[src/rtl/irq_ack_pkg.sv]
package irq_ack_pkg;

    localparam int NUM_LVL = 3;
    localparam int VEC_W   = 8;
    localparam int LVL_W   = 3;
    localparam logic [2:0] FC_IACK = 3'b111;

    typedef enum logic {
        RSP_IDLE,
        RSP_BUSY
    } rsp_state_e;

    // Slot i answers level 2*i+3: slot 0 -> 3, slot 1 -> 5, slot 2 -> 7.
    function automatic logic [LVL_W-1:0] slot_level(input int slot);
        return LVL_W'(2 * slot + 3);
    endfunction

endpackage

[src/rtl/irq_pend_bank.sv]
module irq_pend_bank #(
    parameter int N = 3
) (
    input  logic         clk,
    input  logic         rst_n,
    input  logic [N-1:0] set_i,
    input  logic [N-1:0] clr_i,
    output logic [N-1:0] pend_o
);

    typedef struct packed {
        logic [N-1:0] pend;
    } pend_t;

    pend_t st_d, st_q;

    // A set arriving on the same edge as a clear wins.
    always_comb begin
        st_d = st_q;
        for (int i = 0; i < N; i++) begin
            if (clr_i[i]) st_d.pend[i] = 1'b0;
            if (set_i[i]) st_d.pend[i] = 1'b1;
        end
    end

    always_ff @(posedge clk or negedge rst_n) begin
        if (!rst_n) st_q <= '0;
        else        st_q <= st_d;
    end

    assign pend_o = st_q.pend;

endmodule

[src/rtl/irq_iack_decode.sv]
module irq_iack_decode
    import irq_ack_pkg::*;
#(
    parameter int N = 3
) (
    input  logic [2:0]       fc_i,
    input  logic             as_n_i,
    input  logic [LVL_W-1:0] addr_lvl_i,
    output logic [N-1:0]     hit_o
);

    logic iack_cycle;

    assign iack_cycle = (fc_i == FC_IACK) && !as_n_i;

    for (genvar g = 0; g < N; g++) begin : g_slot
        assign hit_o[g] = iack_cycle && (addr_lvl_i == slot_level(g));
    end

endmodule

[src/rtl/irq_resp_ctrl.sv]
module irq_resp_ctrl
    import irq_ack_pkg::*;
#(
    parameter int N     = 3,
    parameter int VW    = 8,
    parameter int SEL_W = 2
) (
    input  logic            clk,
    input  logic            rst_n,
    input  logic [N-1:0]    hit_i,
    input  logic [N-1:0]    pend_i,
    input  logic            as_n_i,
    input  logic            lds_n_i,
    input  logic [N-1:0]    auto_i,
    input  logic [N*VW-1:0] vec_i,
    output logic            busy_o,
    output logic [SEL_W-1:0] sel_o,
    output logic [N-1:0]    clr_o,
    output logic            dtack_n_o,
    output logic            vpa_n_o,
    output logic [VW-1:0]   data_o,
    output logic            data_oe_o
);

    typedef struct packed {
        rsp_state_e       state;
        logic [SEL_W-1:0] sel;
        logic             as_n;
    } rsp_t;

    rsp_t st_d, st_q;
    logic [N-1:0]  take;
    logic          sel_auto;
    logic [VW-1:0] sel_vec;
    logic          drive;

    assign take = hit_i & pend_i;

    always_comb begin
        st_d      = st_q;
        st_d.as_n = as_n_i;
        clr_o     = '0;
        unique case (st_q.state)
            RSP_IDLE: begin
                // Decide only on the strobe's falling edge.
                if (st_q.as_n && !as_n_i && (|take)) begin
                    st_d.state = RSP_BUSY;
                    for (int i = 0; i < N; i++) begin
                        if (take[i]) st_d.sel = SEL_W'(i);
                    end
                end
            end
            RSP_BUSY: begin
                if (as_n_i) begin
                    st_d.state = RSP_IDLE;
                    for (int i = 0; i < N; i++) begin
                        if (st_q.sel == SEL_W'(i)) clr_o[i] = 1'b1;
                    end
                end
            end
            default: st_d.state = RSP_IDLE;
        endcase
    end

    always_ff @(posedge clk or negedge rst_n) begin
        if (!rst_n) st_q <= '{state: RSP_IDLE, sel: '0, as_n: 1'b1};
        else        st_q <= st_d;
    end

    always_comb begin
        sel_auto = 1'b0;
        sel_vec  = '0;
        for (int i = 0; i < N; i++) begin
            if (st_q.sel == SEL_W'(i)) begin
                sel_auto = auto_i[i];
                sel_vec  = vec_i[i*VW +: VW];
            end
        end
    end

    assign busy_o    = (st_q.state == RSP_BUSY);
    assign sel_o     = st_q.sel;
    assign drive     = busy_o && !sel_auto && !lds_n_i;
    assign vpa_n_o   = !(busy_o && sel_auto);
    assign dtack_n_o = !drive;
    assign data_oe_o = drive;
    assign data_o    = drive ? sel_vec : '0;

endmodule

[src/rtl/irq_ack_unit.sv]
module irq_ack_unit
    import irq_ack_pkg::*;
#(
    parameter int NUM_LVL = irq_ack_pkg::NUM_LVL,
    parameter int VEC_W   = irq_ack_pkg::VEC_W
) (
    input  logic                     clk,
    input  logic                     rst_n,
    input  logic [NUM_LVL-1:0]       evt_set_i,
    input  logic [NUM_LVL-1:0]       auto_mode_i,
    input  logic [NUM_LVL*VEC_W-1:0] vec_cfg_i,
    input  logic [2:0]               fc_i,
    input  logic                     as_n_i,
    input  logic [2:0]               addr_lvl_i,
    input  logic                     lds_n_i,
    output logic [NUM_LVL-1:0]       irq_n_o,
    output logic                     dtack_n_o,
    output logic                     vpa_n_o,
    output logic [VEC_W-1:0]         data_o,
    output logic                     data_oe_o
);

    localparam int SEL_W = (NUM_LVL > 1) ? $clog2(NUM_LVL) : 1;

    logic [NUM_LVL-1:0] pend;
    logic [NUM_LVL-1:0] hit;
    logic [NUM_LVL-1:0] clr;
    logic               busy;
    logic [SEL_W-1:0]   rsp_sel;

    irq_pend_bank #(.N(NUM_LVL)) u_pend (
        .clk    (clk),
        .rst_n  (rst_n),
        .set_i  (evt_set_i),
        .clr_i  (clr),
        .pend_o (pend)
    );

    irq_iack_decode #(.N(NUM_LVL)) u_dec (
        .fc_i       (fc_i),
        .as_n_i     (as_n_i),
        .addr_lvl_i (addr_lvl_i),
        .hit_o      (hit)
    );

    irq_resp_ctrl #(.N(NUM_LVL), .VW(VEC_W), .SEL_W(SEL_W)) u_rsp (
        .clk       (clk),
        .rst_n     (rst_n),
        .hit_i     (hit),
        .pend_i    (pend),
        .as_n_i    (as_n_i),
        .lds_n_i   (lds_n_i),
        .auto_i    (auto_mode_i),
        .vec_i     (vec_cfg_i),
        .busy_o    (busy),
        .sel_o     (rsp_sel),
        .clr_o     (clr),
        .dtack_n_o (dtack_n_o),
        .vpa_n_o   (vpa_n_o),
        .data_o    (data_o),
        .data_oe_o (data_oe_o)
    );

    assign irq_n_o = ~pend;

endmodule

[config.mk]
export PLATFORM = sky130hd
export DESIGN_NAME = irq_ack_unit
export DESIGN_NICKNAME = d
export VERILOG_FILES = /design/src/rtl/irq_ack_pkg.sv /design/src/rtl/irq_pend_bank.sv /design/src/rtl/irq_iack_decode.sv /design/src/rtl/irq_resp_ctrl.sv /design/src/rtl/irq_ack_unit.sv
export SDC_FILE = /design/constraint.sdc
export NUM_CORES = 1
export LEC_CHECK = 0
export BUFFER_PORTS_ARGS = -buffer_cell sky130_fd_sc_hd__buf_2
export CAP_MARGIN = 10
export CORE_MARGIN = 1
export CORE_UTILIZATION = 40
export CTS_BUF_LIST = sky130_fd_sc_hd__clkbuf_8
export DETAILED_ROUTE_END_ITERATION = 8
export GPL_TIMING_DRIVEN = 1
export PLACE_DENSITY = 0.89
export SLEW_MARGIN = 10
export SYNTH_ARGS = -nofsm -noshare
export SYNTH_HDL_FRONTEND = slang
export SYNTH_SLANG_ARGS = --single-unit
[constraint.sdc]
create_clock -name clk -period 3.3 [get_ports clk]
set_input_delay 0.66 -clock clk [delete_from_list [all_inputs] [get_ports clk]]
set_output_delay 0.66 -clock clk [all_outputs]
set_load 0.02 [all_outputs]
==> metrics.cfg, run 1 <==
[run_status]
outcome=completed

[synthesis]
ys_async_sr_fraction=1.00
postSynthNetCount=114
synth_seq_cells=7
synthTopCellsByArea=dfrtp_1 (26%), mux2i_1 (17%), nor2_1 (12%)
ys_warn_count=0
syn_avg_cell_area_sq_um=7.76
synth_edf_count=0
synth.most_common_cell=nor2_1
yosysTopAreaCell=dfrtp_1
synthTopCellsByCount=nor2_1 (18), a21oi_1 (10), mux2i_1 (10)
postSynth.topFlopCell=dfrtp_1
synth_top_area_share=0.261
synth_seq_area_share=0.307
yosys.cell_types.count=23
synth_area_sq_um=574
synthCells=74

[worst_setup_path]
worstPathCellList=nor2b_1 > o2bb2ai_1 > or3_1 > nor2_1 > buf_2
critPathRequiredTime_ns=2.64
crit_path_top_delay_cell=dfrtp_1
slowest_delay_ns=0.70
r2r_cells=3
r2r_end=u_pend.pend_o[2]
critPathLaunchType=register
critPathCaptureType=primary output
r2r_slack_ns=1.65
reg2reg_from=u_rsp.sel_o[0]
path_max_fanout=13
critPathArrivalTime_ns=2.22
path_class=register to primary output

[die]
row_count=13
ioPinCount=54
fp.dieArea_sq_mm=0.00159
die_x_um=39.9
coreArea_sq_mm=0.00132
dieHeight_um=39.9
start_util=0.436

[timing]
fin_setup_tns_ns=0
tightest_slew_ns=0.618
hold_viol=0
max_slew_margin=0.587
max_freq_ghz=0.347
maxSlewViolCount=0
fin_crit_ns=2.88
rsz0062_at_grt=false
finClkSkew_ns=0.000320
period_share=0.873
setup_viol=0

[cells_and_area]
fill_cells=123
syn_to_final_growth_pct=52.9
nets=168
design_area_sq_um=878
antennaDiodeCount=0
final_core_util=0.667
drive_above_1_share=0.457

[placement]
finalWeightedCongestion=0.664
dp_hpwl_mm=1.31
io_buffers=53
placed_area_sq_um=833

[detailed_routing]
wirelength_mm=1.59
drc=0
drt_iter0_markers=8
via_count=721
ant_nets=0
avgViaCountPerCell=5.08
wire_per_inst_um=11.2
first_pass_iters=3

[global_routing]
antenna_found_initial=0
grt_pass1_wl_mm=2.17
grt-ovfl-total=0
grt_max_degree=14
grt_pass1_vias=580
track_usage=0.207

[pwr]
power_density_mw_per_mm2=281
seqPwrFrac=0.360
comb_power_share=0.165
p_int_mw=0.192
sw_frac_of_total=0.224
leakagePower_nw=0.495
clkPwrFrac=0.475
peakVddDrop_mv=0.225
p_switching_mw=0.0554

[clock_tree]
clock-root-buffer=clkbuf_8
cts_setup_buffers=0
hold_buffers=0
clockBufferDepth=2
htree_levels=1
cts_buffers=3
cts_tree=yes
clk_pin_slew_worst_paths_ns=0.04
cts_resized=0
clkSinkCount=7
clk_latency_ns=0.22

[job]
drv_cap=0

[min_path]
worst_hold_path_type=primary input to async pin

sequential cells by signal, indices dropped and copies added, names as in the netlist:
| name | count |
|---|---|
| u_rsp.busy_o | 1 |
| u_pend.pend_o | 3 |
| u_rsp.st_q | 1 |
| u_rsp.sel_o | 2 |
critical path, delay by kind of cell, from the launching register on:
kind            cells  cell delay, ns
simple gates        3            0.92
flops               1            0.70
compound gates      1            0.20
buf+inv             1            0.17
per-layer routing:
metal | routed length, um | vias up | global-route usage
li1 | - | 364 | -
met1 | 644 | 315 | 0.210
met2 | 769 | 42 | 0.395
met3 | 173 | 0 | 0.0284
met4 | 0 | 0 | 0.103
met5 | 0 | - | 0
worst max path at each step:
stage	startpoint	to	slack (ns)	cells after the start
global route	u_rsp.sel_o[0]	data_o[2]	0.26	5
global placement	u_rsp.sel_o[0]	data_o[0]	0.75	5
CTS	u_rsp.sel_o[0]	data_o[2]	0.39	5
floorplan	auto_mode_i[1]	data_o[0]	0.97	5
finish	u_rsp.sel_o[0]	data_o[2]	0.42	5
detailed placement	u_rsp.sel_o[0]	data_o[2]	0.64	5
placed cells by master, fill, tap and decap left out, drive strengths merged:
| cell type | instances |
|---|---|
| buf | 53 |
| nor2 | 18 |
| mux2i | 10 |
| a21oi | 10 |
| dfrtp | 6 |
| inv | 6 |
| nand2 | 4 |
| clkbuf | 3 |
| nand3 | 2 |
| and4 | 2 |
| mux2 | 2 |
| a21o | 2 |
| nor2b | 1 |
| o2bb2ai | 1 |
| or3 | 1 |
| nand3b | 1 |
| o21ai | 1 |
| nor3 | 1 |
| o21bai | 1 |
| and4b | 1 |
| dfstp | 1 |
power groups by stage:
stage	Sequential, mW	Combinational [mW]	Clock, mW
2_1_floorplan	0.0895	0.0135	0
3_3_place_gp	0.0899	0.0396	0
3_5_place_dp	0.0901	0.0409	0
4_1_cts	0.0889	0.0410	0.121
5_1_grt	0.0890	0.0455	0.126
6_report	0.0890	0.0408	0.117
cell families after synthesis:
family	Yosys count	synth area share
buffers and inverters	9	0.0762
muxes	12	0.214
AOI/OAI and AO/OA	15	0.150
and+or+nand+nor	31	0.253
DFF	7	0.307
area by class of cell:
cell class	count	area [sq um]	share of cell area
Multi-Input combinational cell	58	354	0.403
Inverter	5	18.8	0.0214
Clock buffer	3	41.3	0.0470
Clock inverter	1	3.75	0.00427
Sequential cell	7	176	0.201
Timing Repair Buffer	53	265	0.302
Tap cell	15	18.8	0.0214
per-stage QoR:
| step | cells | hold slack, ns | power [mW] | worst slack [ns] |
|---|---|---|---|---|
| after CTS | 142 | 0.260 | 0.251 | 0.386 |
| final | 142 | 0.259 | 0.247 | 0.419 |
| after detailed placement | 138 | 0.502 | 0.131 | 0.643 |
| after global routing | 142 | 0.268 | 0.260 | 0.258 |
| after floorplan | 74 | 0.364 | 0.103 | 0.969 |
| after global placement | 138 | 0.497 | 0.130 | 0.753 |
Power figures use the tool's default switching activity.
==> run 2: changes to the inputs <==
Settings changed: BUFFER_PORTS_ARGS -buffer_cell sky130_fd_sc_hd__buf_2 to -buffer_cell sky130_fd_sc_hd__clkbuf_2.
==> run 2 against run 1 <==
Maximum frequency fell by 1.8%. Register-to-register slack got worse by 0.06 ns. Cell area rose by 0.14%. Combinational power barely moved. Hold slack improved by 0.0094 ns. Wire length fell by 4.7%. Sequential power barely moved. Cell count did not move. Critical path type unchanged. Highest routed layer unchanged.
==> metrics.cfg, run 2 (synthesized netlist as in run 1, its figures left out) <==
[run_status]
outcome=completed

[detailed_routing]
via_count=719  ; -0.28%
drc=0  ; unchanged
wirelength_mm=1.51  ; -4.7%
wire_per_inst_um=10.7  ; -4.7%
ant_nets=0  ; unchanged
avgViaCountPerCell=5.06  ; -0.28%
first_pass_iters=4  ; +1
drt_iter0_markers=4  ; -4

[timing]
hold_viol=0  ; unchanged
period_share=0.889  ; +0.0164
tightest_slew_ns=0.650  ; +0.0320 ns
rsz0062_at_grt=false
fin_crit_ns=2.94  ; +0.0541 ns
max_freq_ghz=0.341  ; -1.8%
max_slew_margin=0.566  ; -0.0213
finClkSkew_ns=0.00182  ; +0.00150 ns
maxSlewViolCount=0  ; unchanged
setup_viol=0  ; unchanged
fin_setup_tns_ns=0  ; unchanged

[clock_tree]
clkSinkCount=7  ; unchanged
clk_latency_ns=0.22  ; about the same
cts_resized=0  ; unchanged
htree_levels=1  ; unchanged
cts_buffers=3  ; unchanged
clk_pin_slew_worst_paths_ns=0.04  ; about the same
clock-root-buffer=clkbuf_8
hold_buffers=0  ; unchanged
clockBufferDepth=2  ; unchanged
cts_tree=yes
cts_setup_buffers=0  ; unchanged

[global_routing]
antenna_found_initial=0  ; unchanged
grt_pass1_wl_mm=2.00  ; -7.9%
track_usage=0.189  ; -0.0177
grt_max_degree=14  ; unchanged
grt_pass1_vias=544  ; -6.2%
grt-ovfl-total=0  ; unchanged

[worst_setup_path]
path_class=register to primary output
crit_path_top_delay_cell=dfrtp_1
critPathArrivalTime_ns=2.28  ; +0.06 ns
slowest_delay_ns=0.71  ; about the same
path_max_fanout=13  ; unchanged
critPathLaunchType=register
critPathRequiredTime_ns=2.64  ; about the same
worstPathCellList=nor2b_1 > o2bb2ai_1 > or3_1 > nor2_1 > clkbuf_2
critPathCaptureType=primary output
crit_family=simple AND/OR/NAND/NOR gates
cp.buffers_inverters=1  ; unchanged

[placement]
placed_cells=138  ; unchanged
dp_hpwl_mm=1.32  ; +0.78%
finalWeightedCongestion=0.663  ; -0.17%
io_buffers=53  ; unchanged

[pwr]
power_density_mw_per_mm2=282  ; +0.19%
peakVddDrop_mv=0.251  ; +11%
leakagePower_nw=0.494  ; -0.30%

[cells_and_area]
fill_cells=119  ; -3.3%
final_common_cell=clkbuf_2
largest_reg_flops=3  ; unchanged
instances_no_fill=142  ; unchanged
antennaDiodeCount=0  ; unchanged
nets=168  ; unchanged
final_core_util=0.668  ; +0.000949
drive_above_1_share=0.465  ; +0.00787
mostFrequentLayoutCells=clkbuf_2 (53), nor2_1 (18), mux2i_1 (10), a21oi_1 (10), dfrtp_1 (6)
syn_to_final_growth_pct=53.2

[job]
drv_cap=0  ; unchanged

[die]
dieHeight_um=39.9  ; unchanged
start_util=0.436  ; unchanged
ioPinCount=54  ; unchanged
fp.dieArea_sq_mm=0.00159  ; unchanged
die_x_um=39.9  ; unchanged
row_count=13  ; unchanged
coreArea_sq_mm=0.00132  ; unchanged

[min_path]
worst_hold_path_type=primary input to async pin

run 2: cell count changes in the layout (fill, tap and decap cells not counted):
| cell | before | now |
|---|---|---|
| inv_1 | 5 | 4 |
| clkinv_2 | 0 | 1 |
| buf_2 | 53 | 0 |
| clkbuf_2 | 0 | 53 |
run 2: path summary, 6_finish.rpt:
check                      slack, ns      startpoint  cells after the start               end
max                             0.36  u_rsp.sel_o[0]                      5         data_o[0]
min reg2reg                     0.52   u_rsp.st_q[0]                      2      u_rsp.busy_o
min in group clk                0.52   u_rsp.st_q[0]                      2      u_rsp.busy_o
max in group asynchronous       2.79           rst_n                      1     u_rsp.st_q[0]
min                             0.27           rst_n                      1  u_pend.pend_o[0]
max reg2reg                     1.59  u_rsp.sel_o[0]                      3  u_pend.pend_o[2]
run 2: through the flow:
step	cell area, sq um	worst slack [ns]	total power, mW	hold WS [ns]
finish	880	0.365	0.248	0.269
global route	880	0.232	0.263	0.269
CTS	880	0.375	0.252	0.270
detailed placement	833	0.629	0.131	0.508
global placement	833	0.736	0.130	0.502
floorplan	574	0.969	0.103	0.364
run 2: layer usage:
| layer | part of all wire | GRT usage | vias to the layer above |
|---|---|---|---|
| li1 | - | - | 359 |
| met1 | 0.41 | 0.182 | 316 |
| met2 | 0.50 | 0.375 | 44 |
| met3 | 0.094 | 0.0341 | 0 |
| met4 | 0 | 0.0776 | 0 |
| met5 | 0 | 0 | - |
run 2: final cells by class:
cell class	count	area (sq um)	area share
Multi-Input combinational cell	58	354	0.403
Timing Repair Buffer	53	265	0.302
Sequential cell	7	176	0.201
Clock buffer	3	41.3	0.0469
Inverter	5	18.8	0.0213
Tap cell	15	18.8	0.0213
Clock inverter	1	5.00	0.00569
run 2: power breakdown:
part | leakage, nW | internal [mW] | switching (mW)
Combinational | 0.390 | 0.0235 | 0.0172
Sequential | 0.0786 | 0.0878 | 0.00106
Clock | 0.0255 | 0.0817 | 0.0367
==> run 3: changes to the inputs <==
==> constraint.sdc (replaced) <==
create_clock -name clk -period 3.3 [get_ports clk]
set_input_delay 0.66 -clock clk [delete_from_list [all_inputs] [get_ports clk]]
set_output_delay 0.66 -clock clk [all_outputs]
set_load 0.01 [all_outputs]
==> run 3 against run 2 <==
Combinational power down 1%. Non-clock buffer count did not move. Cell count unchanged. Clock skew is 0.0024 ns higher. Via count decreased by 2.2%. Power down 0.58%. Largest power group unchanged. Cell area unchanged. Wire length up 0.26%. First-iteration DRC count rose by 25%. Maximum frequency is 2.8% higher. Sequential share of layout area unchanged. Register-to-register slack barely moved.
==> metrics.cfg, run 3 (synthesized netlist as in run 1, its figures left out) <==
[timing]
rsz0062_at_grt=false
period_share=0.866  ; -0.0239
max_slew_margin=0.573  ; +0.00671
setup_slack_ns=0.444  ; +0.0788 ns
hold_viol=0  ; unchanged
maxSlewViolCount=0  ; unchanged
tightest_slew_ns=0.640  ; -0.0100 ns
max_freq_ghz=0.350  ; +2.8%
fin_crit_ns=2.86  ; -0.0788 ns
finClkSkew_ns=0.00420  ; +0.00239 ns
setup_viol=0  ; unchanged
fin_setup_tns_ns=0  ; unchanged

[worst_setup_path]
path_class=register to primary output
r2r_cells=3  ; unchanged
critPathRequiredTime_ns=2.64  ; about the same
reg2reg_from=u_rsp.sel_o[0]
critPathArrivalTime_ns=2.20  ; -0.08 ns
r2r_slack_ns=1.60  ; about the same
r2r_end=u_pend.pend_o[2]
critPathCaptureType=primary output
path_max_fanout=13  ; unchanged
critPathLaunchType=register

[cells_and_area]
antennaDiodeCount=0  ; unchanged
syn_to_final_growth_pct=53.2  ; unchanged
largest_reg_flops=3  ; unchanged
mostFrequentLayoutCells=clkbuf_2 (53), nor2_1 (18), mux2i_1 (10), a21oi_1 (10), dfrtp_1 (6)
nets=168  ; unchanged
design_area_sq_um=880  ; unchanged
drive_above_1_share=0.465  ; unchanged
final_common_cell=clkbuf_2
fill_cells=130  ; +9.2%

[clock_tree]
clock-root-buffer=clkbuf_8
clockBufferDepth=2  ; unchanged
cts_buffers=3  ; unchanged
cts_setup_buffers=0  ; unchanged
hold_buffers=0  ; unchanged
htree_levels=1  ; unchanged
cts_resized=0  ; unchanged
clk_pin_slew_worst_paths_ns=0.04  ; about the same
clk_latency_ns=0.22  ; about the same
clkSinkCount=7  ; unchanged
cts_tree=yes

[job]
drv_cap=0  ; unchanged

[die]
die_x_um=39.9  ; unchanged
fp.dieArea_sq_mm=0.00159  ; unchanged
dieHeight_um=39.9  ; unchanged
start_util=0.436  ; unchanged
coreArea_sq_mm=0.00132  ; unchanged
row_count=13  ; unchanged
ioPinCount=54  ; unchanged

[global_routing]
antenna_found_initial=0  ; unchanged
grt_pass1_wl_mm=2.03  ; +1.3%
track_usage=0.190  ; +0.00118
grt-ovfl-total=0  ; unchanged
grt_max_degree=14  ; unchanged
grt_pass1_vias=567  ; +4.2%

[detailed_routing]
first_pass_iters=4  ; unchanged
wire_per_inst_um=10.7  ; +0.26%
ant_nets=0  ; unchanged
wirelength_mm=1.52  ; +0.26%
avgViaCountPerCell=4.95  ; -2.2%
drc=0  ; unchanged
drt_iter0_markers=5  ; +1
via_count=703  ; -2.2%

[placement]
placed_area_sq_um=833  ; unchanged
io_buffers=53  ; unchanged
pre_cts_ws_ns=0.680  ; +0.0511 ns
finalWeightedCongestion=0.662  ; about the same
dp_hpwl_mm=1.35  ; +1.9%

[min_path]
worst_hold_path_type=primary input to async pin

[pwr]
peakVddDrop_mv=0.208  ; -17%
power_mw=0.246  ; -0.58%
power_density_mw_per_mm2=280  ; -0.58%
leakagePower_nw=0.494  ; unchanged

[run_status]
outcome=completed

==> run 3: cell counts in the layout (fill, tap and decap cells not counted) <==
Identical to the previous run, type by type.
==> run 3: report_power, final <==
group | leakage (nW) | switching, mW | internal (mW)
combinational | 0.390 | 0.0166 | 0.0235
clock | 0.0255 | 0.0359 | 0.0816
sequential | 0.0786 | 0.00106 | 0.0878
==> run 3: worst max-delay path, cell delays in order, from the launching register on <==
cell	delay, ns
dfrtp_1	0.70
nor2b_1	0.30
o2bb2ai_1	0.20
or3_1	0.47
nor2_1	0.16
clkbuf_2	0.14
==> run 3: stage by stage <==
stage | utilization | hold slack (ns) | cells
floorplan | - | 0.364 | 74
global placement | 0.632 | 0.502 | 138
detailed placement | 0.632 | 0.506 | 138
CTS | 0.668 | 0.267 | 142
global route | 0.668 | 0.271 | 142
finish | 0.668 | 0.266 | 142
==> run 3: layout make-up <==
type | instances | area, sq um | share of cell area
clock buffer | 3 | 41.3 | 0.0469
inverter | 5 | 18.8 | 0.0213
sequential | 7 | 176 | 0.201
multi-input combinational | 58 | 354 | 0.403
tap | 15 | 18.8 | 0.0213
clock inverter | 1 | 5.00 | 0.00569
timing repair buffer | 53 | 265 | 0.302
==> run 3: per-layer routing <==
| layer | GRT usage | vias up | routed length, um |
|---|---|---|---|
| li1 | - | 359 | - |
| met5 | 0 | - | 0 |
| met2 | 0.371 | 42 | 744 |
| met4 | 0.103 | 0 | 0 |
| met1 | 0.186 | 302 | 595 |
| met3 | 0.0227 | 0 | 177 |
==> run 3: worst max path at each step <==
stage / start / to / depth (start not counted)
2_1_floorplan: auto_mode_i[1] / data_o[0] / 5
3_3_place_gp: u_rsp.sel_o[0] / data_o[0] / 5
3_5_place_dp: u_rsp.sel_o[0] / data_o[0] / 5
4_1_cts: u_rsp.sel_o[0] / data_o[0] / 5
5_1_grt: u_rsp.sel_o[0] / data_o[2] / 5
6_report: u_rsp.sel_o[0] / data_o[4] / 5
